==> src/rtl/sdirq_pkg.sv <==
package sdirq_pkg;

    localparam int REG_W  = 8;
    localparam int ADDR_W = 3;

    typedef enum logic [ADDR_W-1:0] {
        ADR_STAT0 = 3'd0,
        ADR_STAT1 = 3'd1,
        ADR_STAT2 = 3'd2,
        ADR_MASK0 = 3'd3,
        ADR_MASK1 = 3'd4,
        ADR_CTRL  = 3'd5
    } reg_addr_e;

    // Positions of status bits that may raise the interrupt
    localparam logic [REG_W-1:0] IRQ_OK0 = 8'hF0;
    localparam logic [REG_W-1:0] IRQ_OK1 = 8'hFE;

    // Control byte, upper nibble, MSB first
    typedef struct packed {
        logic irq_en;     // bit7
        logic cd_dat3;    // bit6
        logic cd_pin;     // bit5
        logic cd_act_hi;  // bit4
    } ctrl_t;

    function automatic logic [REG_W-1:0] ctrl_to_byte(input ctrl_t c);
        return {c, 4'b0000};
    endfunction

    function automatic logic irq_reduce(input logic [REG_W-1:0] s0,
                                        input logic [REG_W-1:0] m0,
                                        input logic [REG_W-1:0] s1,
                                        input logic [REG_W-1:0] m1);
        return |((s0 & m0 & IRQ_OK0) | (s1 & m1 & IRQ_OK1));
    endfunction

endpackage

==> src/rtl/sdirq_sync.sv <==
module sdirq_sync #(
    parameter int WIDTH  = 3,
    parameter int STAGES = 2
) (
    input  logic             clk,
    input  logic             rst,
    input  logic [WIDTH-1:0] d_i,
    output logic [WIDTH-1:0] q_o
);
    logic [WIDTH-1:0] chain [STAGES];

    always_ff @(posedge clk) begin
        if (rst) chain[0] <= '0;
        else     chain[0] <= d_i;
    end

    generate
        for (genvar s = 1; s < STAGES; s++) begin : g_stage
            always_ff @(posedge clk) begin
                if (rst) chain[s] <= '0;
                else     chain[s] <= chain[s-1];
            end
        end
    endgenerate

    assign q_o = chain[STAGES-1];
endmodule

==> src/rtl/sdirq_flags.sv <==
module sdirq_flags #(
    parameter int WIDTH = 8
) (
    input  logic             clk,
    input  logic             rst,
    input  logic [WIDTH-1:0] set_i,
    input  logic [WIDTH-1:0] clr_i,
    output logic [WIDTH-1:0] flag_o
);
    logic [WIDTH-1:0] flag_q;

    always_ff @(posedge clk) begin
        if (rst) flag_q <= '0;
        else     flag_q <= (flag_q & ~clr_i) | set_i;
    end

    assign flag_o = flag_q;

    // a set always lands, even against a clear
    assert_set_wins_R4: assert property (@(posedge clk) disable iff (rst)
        (!rst && set_i != '0) |=> ((flag_q & $past(set_i)) == $past(set_i)));

    // cleared bits without a set drop to zero
    assert_w1c_clears_R3: assert property (@(posedge clk) disable iff (rst)
        (!rst && clr_i != '0 && set_i == '0) |=> ((flag_q & $past(clr_i)) == '0));

    // flags are sticky while untouched
    assert_sticky_R1: assert property (@(posedge clk) disable iff (rst)
        (!rst && clr_i == '0 && set_i == '0) |=> $stable(flag_q));
endmodule

==> src/rtl/sdirq_cd.sv <==
module sdirq_cd
    import sdirq_pkg::*;
(
    input  logic  clk,
    input  logic  rst,
    input  logic  pin_lvl_i,
    input  logic  dat3_lvl_i,
    input  ctrl_t ctrl_i,
    output logic  chg_o,
    output logic  ins_o
);
    logic sel_lvl;
    logic present;
    logic lvl_q;
    logic present_q;

    always_comb begin
        if (ctrl_i.cd_pin)       sel_lvl = pin_lvl_i;
        else if (ctrl_i.cd_dat3) sel_lvl = dat3_lvl_i;
        else                     sel_lvl = 1'b0;
    end

    assign present = (ctrl_i.cd_pin | ctrl_i.cd_dat3) & (sel_lvl ~^ ctrl_i.cd_act_hi);

    always_ff @(posedge clk) begin
        if (rst) begin
            lvl_q     <= 1'b0;
            present_q <= 1'b0;
        end else begin
            lvl_q     <= sel_lvl;
            present_q <= present;
        end
    end

    assign chg_o = sel_lvl ^ lvl_q;
    assign ins_o = present & ~present_q;

    // an insertion pulse never lasts two cycles
    assert_ins_single_R9: assert property (@(posedge clk) disable iff (rst)
        ins_o |=> !ins_o);
endmodule

==> src/rtl/sdirq_ctrl.sv <==
module sdirq_ctrl
    import sdirq_pkg::*;
#(
    parameter int SYNC_STAGES = 2
) (
    input  logic                clk,
    input  logic                rst,
    input  logic                wr_en_i,
    input  logic [ADDR_W-1:0]   wr_addr_i,
    input  logic [REG_W-1:0]    wr_data_i,
    input  logic [REG_W-1:0]    evt_i,
    input  logic                blk_done_i,
    input  logic                mblk_done_i,
    input  logic                wp_i,
    input  logic                cd_dat3_i,
    input  logic                cd_pin_i,
    input  logic                cmd_busy_i,
    input  logic                dat_busy_i,
    output logic [REG_W-1:0]    stat0_o,
    output logic [REG_W-1:0]    stat1_o,
    output logic [REG_W-1:0]    stat2_o,
    output logic [REG_W-1:0]    mask0_o,
    output logic [REG_W-1:0]    mask1_o,
    output logic [REG_W-1:0]    ctrl_o,
    output logic                irq_o
);
    localparam int HI_W = REG_W / 2;

    logic [REG_W-1:0] mask0_q, mask1_q;
    ctrl_t            ctrl_q;
    logic             clkfrz_q;
    logic [1:0]       busy_q;
    logic             irq_q;

    logic [2:0]       lvl_sync;   // {pin, dat3, wp}
    logic             cd_chg, cd_ins;

    logic [HI_W-1:0]  set0, clr0, flag0_q;
    logic [REG_W-1:0] clr1, flag1_q;
    logic [REG_W-1:0] stat0_full;

    logic wr_s0, wr_s1, wr_s2, wr_m0, wr_m1, wr_ct;

    always_comb begin
        wr_s0 = 1'b0; wr_s1 = 1'b0; wr_s2 = 1'b0;
        wr_m0 = 1'b0; wr_m1 = 1'b0; wr_ct = 1'b0;
        if (wr_en_i) begin
            case (reg_addr_e'(wr_addr_i))
                ADR_STAT0: wr_s0 = 1'b1;
                ADR_STAT1: wr_s1 = 1'b1;
                ADR_STAT2: wr_s2 = 1'b1;
                ADR_MASK0: wr_m0 = 1'b1;
                ADR_MASK1: wr_m1 = 1'b1;
                ADR_CTRL:  wr_ct = 1'b1;
                default:   ;
            endcase
        end
    end

    sdirq_sync #(.WIDTH(3), .STAGES(SYNC_STAGES)) u_sync (
        .clk (clk),
        .rst (rst),
        .d_i ({cd_pin_i, cd_dat3_i, wp_i}),
        .q_o (lvl_sync)
    );

    sdirq_cd u_cd (
        .clk        (clk),
        .rst        (rst),
        .pin_lvl_i  (lvl_sync[2]),
        .dat3_lvl_i (lvl_sync[1]),
        .ctrl_i     (ctrl_q),
        .chg_o      (cd_chg),
        .ins_o      (cd_ins)
    );

    assign set0 = {cd_ins, cd_chg, blk_done_i, mblk_done_i};
    assign clr0 = wr_s0 ? wr_data_i[REG_W-1:HI_W] : '0;
    assign clr1 = wr_s1 ? wr_data_i : '0;

    sdirq_flags #(.WIDTH(HI_W)) u_flags0 (
        .clk    (clk),
        .rst    (rst),
        .set_i  (set0),
        .clr_i  (clr0),
        .flag_o (flag0_q)
    );

    sdirq_flags #(.WIDTH(REG_W)) u_flags1 (
        .clk    (clk),
        .rst    (rst),
        .set_i  (evt_i),
        .clr_i  (clr1),
        .flag_o (flag1_q)
    );

    always_ff @(posedge clk) begin
        if (rst) begin
            mask0_q  <= '0;
            mask1_q  <= '0;
            ctrl_q   <= '0;
            clkfrz_q <= 1'b0;
            busy_q   <= '0;
        end else begin
            if (wr_m0) mask0_q  <= wr_data_i;
            if (wr_m1) mask1_q  <= wr_data_i;
            if (wr_ct) ctrl_q   <= ctrl_t'(wr_data_i[REG_W-1:HI_W]);
            if (wr_s2) clkfrz_q <= wr_data_i[7];
            busy_q <= {dat_busy_i, cmd_busy_i};
        end
    end

    assign stat0_full = {flag0_q, lvl_sync, 1'b0};

    always_ff @(posedge clk) begin
        if (rst) irq_q <= 1'b0;
        else     irq_q <= ctrl_q.irq_en & irq_reduce(stat0_full, mask0_q, flag1_q, mask1_q);
    end

    assign stat0_o = stat0_full;
    assign stat1_o = flag1_q;
    assign stat2_o = {clkfrz_q, 1'b0, busy_q, 4'b0000};
    assign mask0_o = mask0_q;
    assign mask1_o = mask1_q;
    assign ctrl_o  = ctrl_to_byte(ctrl_q);
    assign irq_o   = irq_q;

    // global enable low forces the line low next cycle
    assert_gate_off_R7: assert property (@(posedge clk) disable iff (rst)
        (!rst && !ctrl_q.irq_en) |=> !irq_q);

    // with no interrupting flag set, the line stays low
    assert_no_source_R6: assert property (@(posedge clk) disable iff (rst)
        (!rst && flag0_q == '0 && (flag1_q & IRQ_OK1) == '0) |=> !irq_q);

    // a rising interrupt was enabled in the previous cycle
    assert_rise_enabled_R5: assert property (@(posedge clk) disable iff (rst)
        $rose(irq_q) |-> $past(ctrl_q.irq_en));

    // a detected level change is recorded
    assert_cd_change_R8: assert property (@(posedge clk) disable iff (rst)
        (!rst && cd_chg) |=> flag0_q[2]);
endmodule

==> config.mk <==
export PLATFORM = sky130hd
export DESIGN_NAME = sdirq_ctrl
export DESIGN_NICKNAME = d
export VERILOG_FILES = /design/src/rtl/sdirq_pkg.sv /design/src/rtl/sdirq_sync.sv /design/src/rtl/sdirq_flags.sv /design/src/rtl/sdirq_cd.sv /design/src/rtl/sdirq_ctrl.sv
export SDC_FILE = /design/constraint.sdc
export NUM_CORES = 1
export LEC_CHECK = 0
export ABC_AREA = 1
export BUFFER_PORTS_ARGS = -buffer_cell sky130_fd_sc_hd__buf_2
export CAP_MARGIN = 0
export CORE_MARGIN = 1.5
export CORE_UTILIZATION = 50
export CTS_CLUSTER_DIAMETER = 40
export DETAILED_ROUTE_END_ITERATION = 10
export PLACE_DENSITY_LB_ADDON = 0.25
export SYNTH_ARGS = -nofsm -noshare
export SYNTH_HDL_FRONTEND = slang
export SYNTH_HIERARCHICAL = 1
export SYNTH_SLANG_ARGS = --single-unit
==> constraint.sdc <==
create_clock -name clk -period 1.5 [get_ports clk]
set_input_delay 0.3 -clock clk [delete_from_list [all_inputs] [get_ports clk]]
set_output_delay 0.3 -clock clk [all_outputs]
set_load 0.1 [all_outputs]
==> metrics.yaml <==
status: "finished clean"
num_rows: 22
dr.pass1.iters: 4
critPathMaxStageDelay_ps: 440
hold_path_class: "primary input to flop"
cap_violations: 0
cts_inserted_buffers: 5
drc: 0
cts.sinks: 44
die_y_um: 64.8
ios: 78
finalInstanceArea_um2: 2340
syn_area_um2: 1910
clk_pin_slew_worst_paths_ps: 80
nets: 367
p_per_area_nw_per_um2: 1160
ir_worst_vdd_uv: 821
yosysUniqueCellTypes: 21
worst_setup_path_end_kind: "output port"
clockBufferDepth: 2
grt_use_total: 0.212
cp.required_ps: 1200
yosys_warnings: 6
period_share: 0.944
grt_pass1_wl_mm: 6.79
fin_crit_ps: 1420
wl_mm: 4.05
postRouteAntennaNets: 0
overflow: 0
crit_chain: "buf_2"
clk_latency_ps: 300
drt_iter0_markers: 59
final.setup.tns_ps: 0
startpoint: "mask1_o[7]"
antenna_found_initial: 0
hold_viol_final: 0
p_leak_nw: 1.24
final_common_cell: "buf_2"
initial_utilization: 0.522
crit_slowest_cell: "buf_2"
path_depth: 1
path_max_fanout: 3
die_w_um: 64.8
rsz0062_at_grt: "false"
synth.area.top_cells: "dfxtp_1 46%, nor2_1 11%, inv_1 9.8%"
finalPower_mw: 2.71
final_cell_mix: "67 x buf_2, 56 x nor2_1, 50 x inv_1, 46 x nand2_1, 39 x dfxtp_1"
min_path_cells: 3
timing.rr.start: "ctrl_o[6]"
path_buf_inv: 1
area_growth_pct: 22.8
reg2reg_depth: 6
arrival_ps: 1120
skew_ps: 6.03
synth.avg_cell_area_um2: 7.10
dieArea_um2: 4200
n_antenna_cell: 0
min_from: "cd_pin_i"
hpwl_mm: 3.10
report.final.slew_viol_count: 0
setup_viol: 0
cts_hold_buf: 0
vias_per_cell: 4.51
n_fill_cell: 355
portBuffers: 67
ctsResizeCount: 0
synth_top_area_share: 0.461
core_area_um2: 3660
finish.utilization: 0.640
startpoint_type: "flop"
max_freq_mhz: 706
cts_tree: "built"
dpl_worst_slack_ps: 262
synth_seq_cells: 44
post_dp_cell_area_um2: 2250
critical_path.top_delay_family: "buffers and inverters"
grt_pass1_vias: 1561
wl_per_cell_um: 10.5
seq_area_frac_synth: 0.461
vias: 1740
grt_max_degree: 20
cts_max_level: 2
criticalPathCategory: "flop to output port"
yosysTopAreaCell: "dfxtp_1"
routabilityCongestion: 0.858
cts_root_buf: "clkbuf_8"
cts_setup_buffers: 0
synth_cells: 269
setup_slack_ps: 84.3
drive_above_1_share: 0.296
cells by family (layout without fill, tap and decap cells):
| group | after synthesis | count (layout) | share of synthesized area |
|---|---|---|---|
| compound gates | 32 | 32 | 0.0996 |
| flops | 44 | 44 | 0.461 |
| other cells | 1 | 10 | 0.00196 |
| simple gates | 123 | 123 | 0.273 |
| buf+inv | 69 | 129 | 0.164 |
cell usage after synthesis:
cell,number
nand2_1,46
nor2_2,1
buf_4,12
nor2_1,56
nand3_1,4
clkbuf_1,1
nand4_1,8
buf_1,1
nand2_2,4
nand3b_1,1
o21ai_0,12
nand3_2,2
buf_6,1
inv_2,2
inv_1,50
a21oi_1,12
dfxtp_1,44
buf_2,2
or2_4,1
a21oi_2,8
conb_1,1
where the power goes:
part           switching [mW]  internal, mW
registers              0.0310          1.22
clock network           0.377         0.410
logic                   0.566         0.110
total                   0.974          1.74
worst min-delay path: cells and delay by family:
kind                   cells  cell delay (ps)
buffers and inverters      2              100
AND/OR/NAND/NOR            1               60
metrics by stage:
stage          cells  hold WS [ps]
2_1_floorplan    278           364
3_3_place_gp     379           381
3_5_place_dp     379           387
4_1_cts          386           195
5_1_grt          386           203
6_report         386           200
cell type report:
cell class / count / area [um^2] / share of cell area
inverters: 52 / 195 / 0.0832
multi-input cells: 165 / 748 / 0.319
flip-flops and latches: 44 / 887 / 0.378
repair buffers: 70 / 358 / 0.153
well taps: 48 / 60.1 / 0.0256
clock buffers: 7 / 96.3 / 0.0411
per-layer routing:
layer,global-route usage,wire length (um),up-vias
li1,-,-,921
met1,0.279,1910,758
met2,0.323,1810,53
met3,0.0590,256,8
met4,0.0957,76,0
met5,0,0,-
registers in the layout, summed over array words and instances (netlist names):
register / cells
busy_q: 2
clkfrz_q: 1
ctrl_o: 4
irq_o: 1
mask0_o: 8
mask1_o: 8
u_cd/lvl_q: 1
u_cd/present_q: 1
u_flags0/flag_o: 4
u_flags1/flag_o: 8
u_sync/chain: 6
path summary, 6_finish.rpt:
kind              slack (ps)                  to
hold / removal           200  u_sync/chain[0][2]
setup reg to reg         490  u_flags0/flag_o[2]
setup / recovery          80          mask1_o[7]
hold reg to reg          400  u_sync/chain[1][2]
No activity file was read; power rests on OpenSTA's default activity.
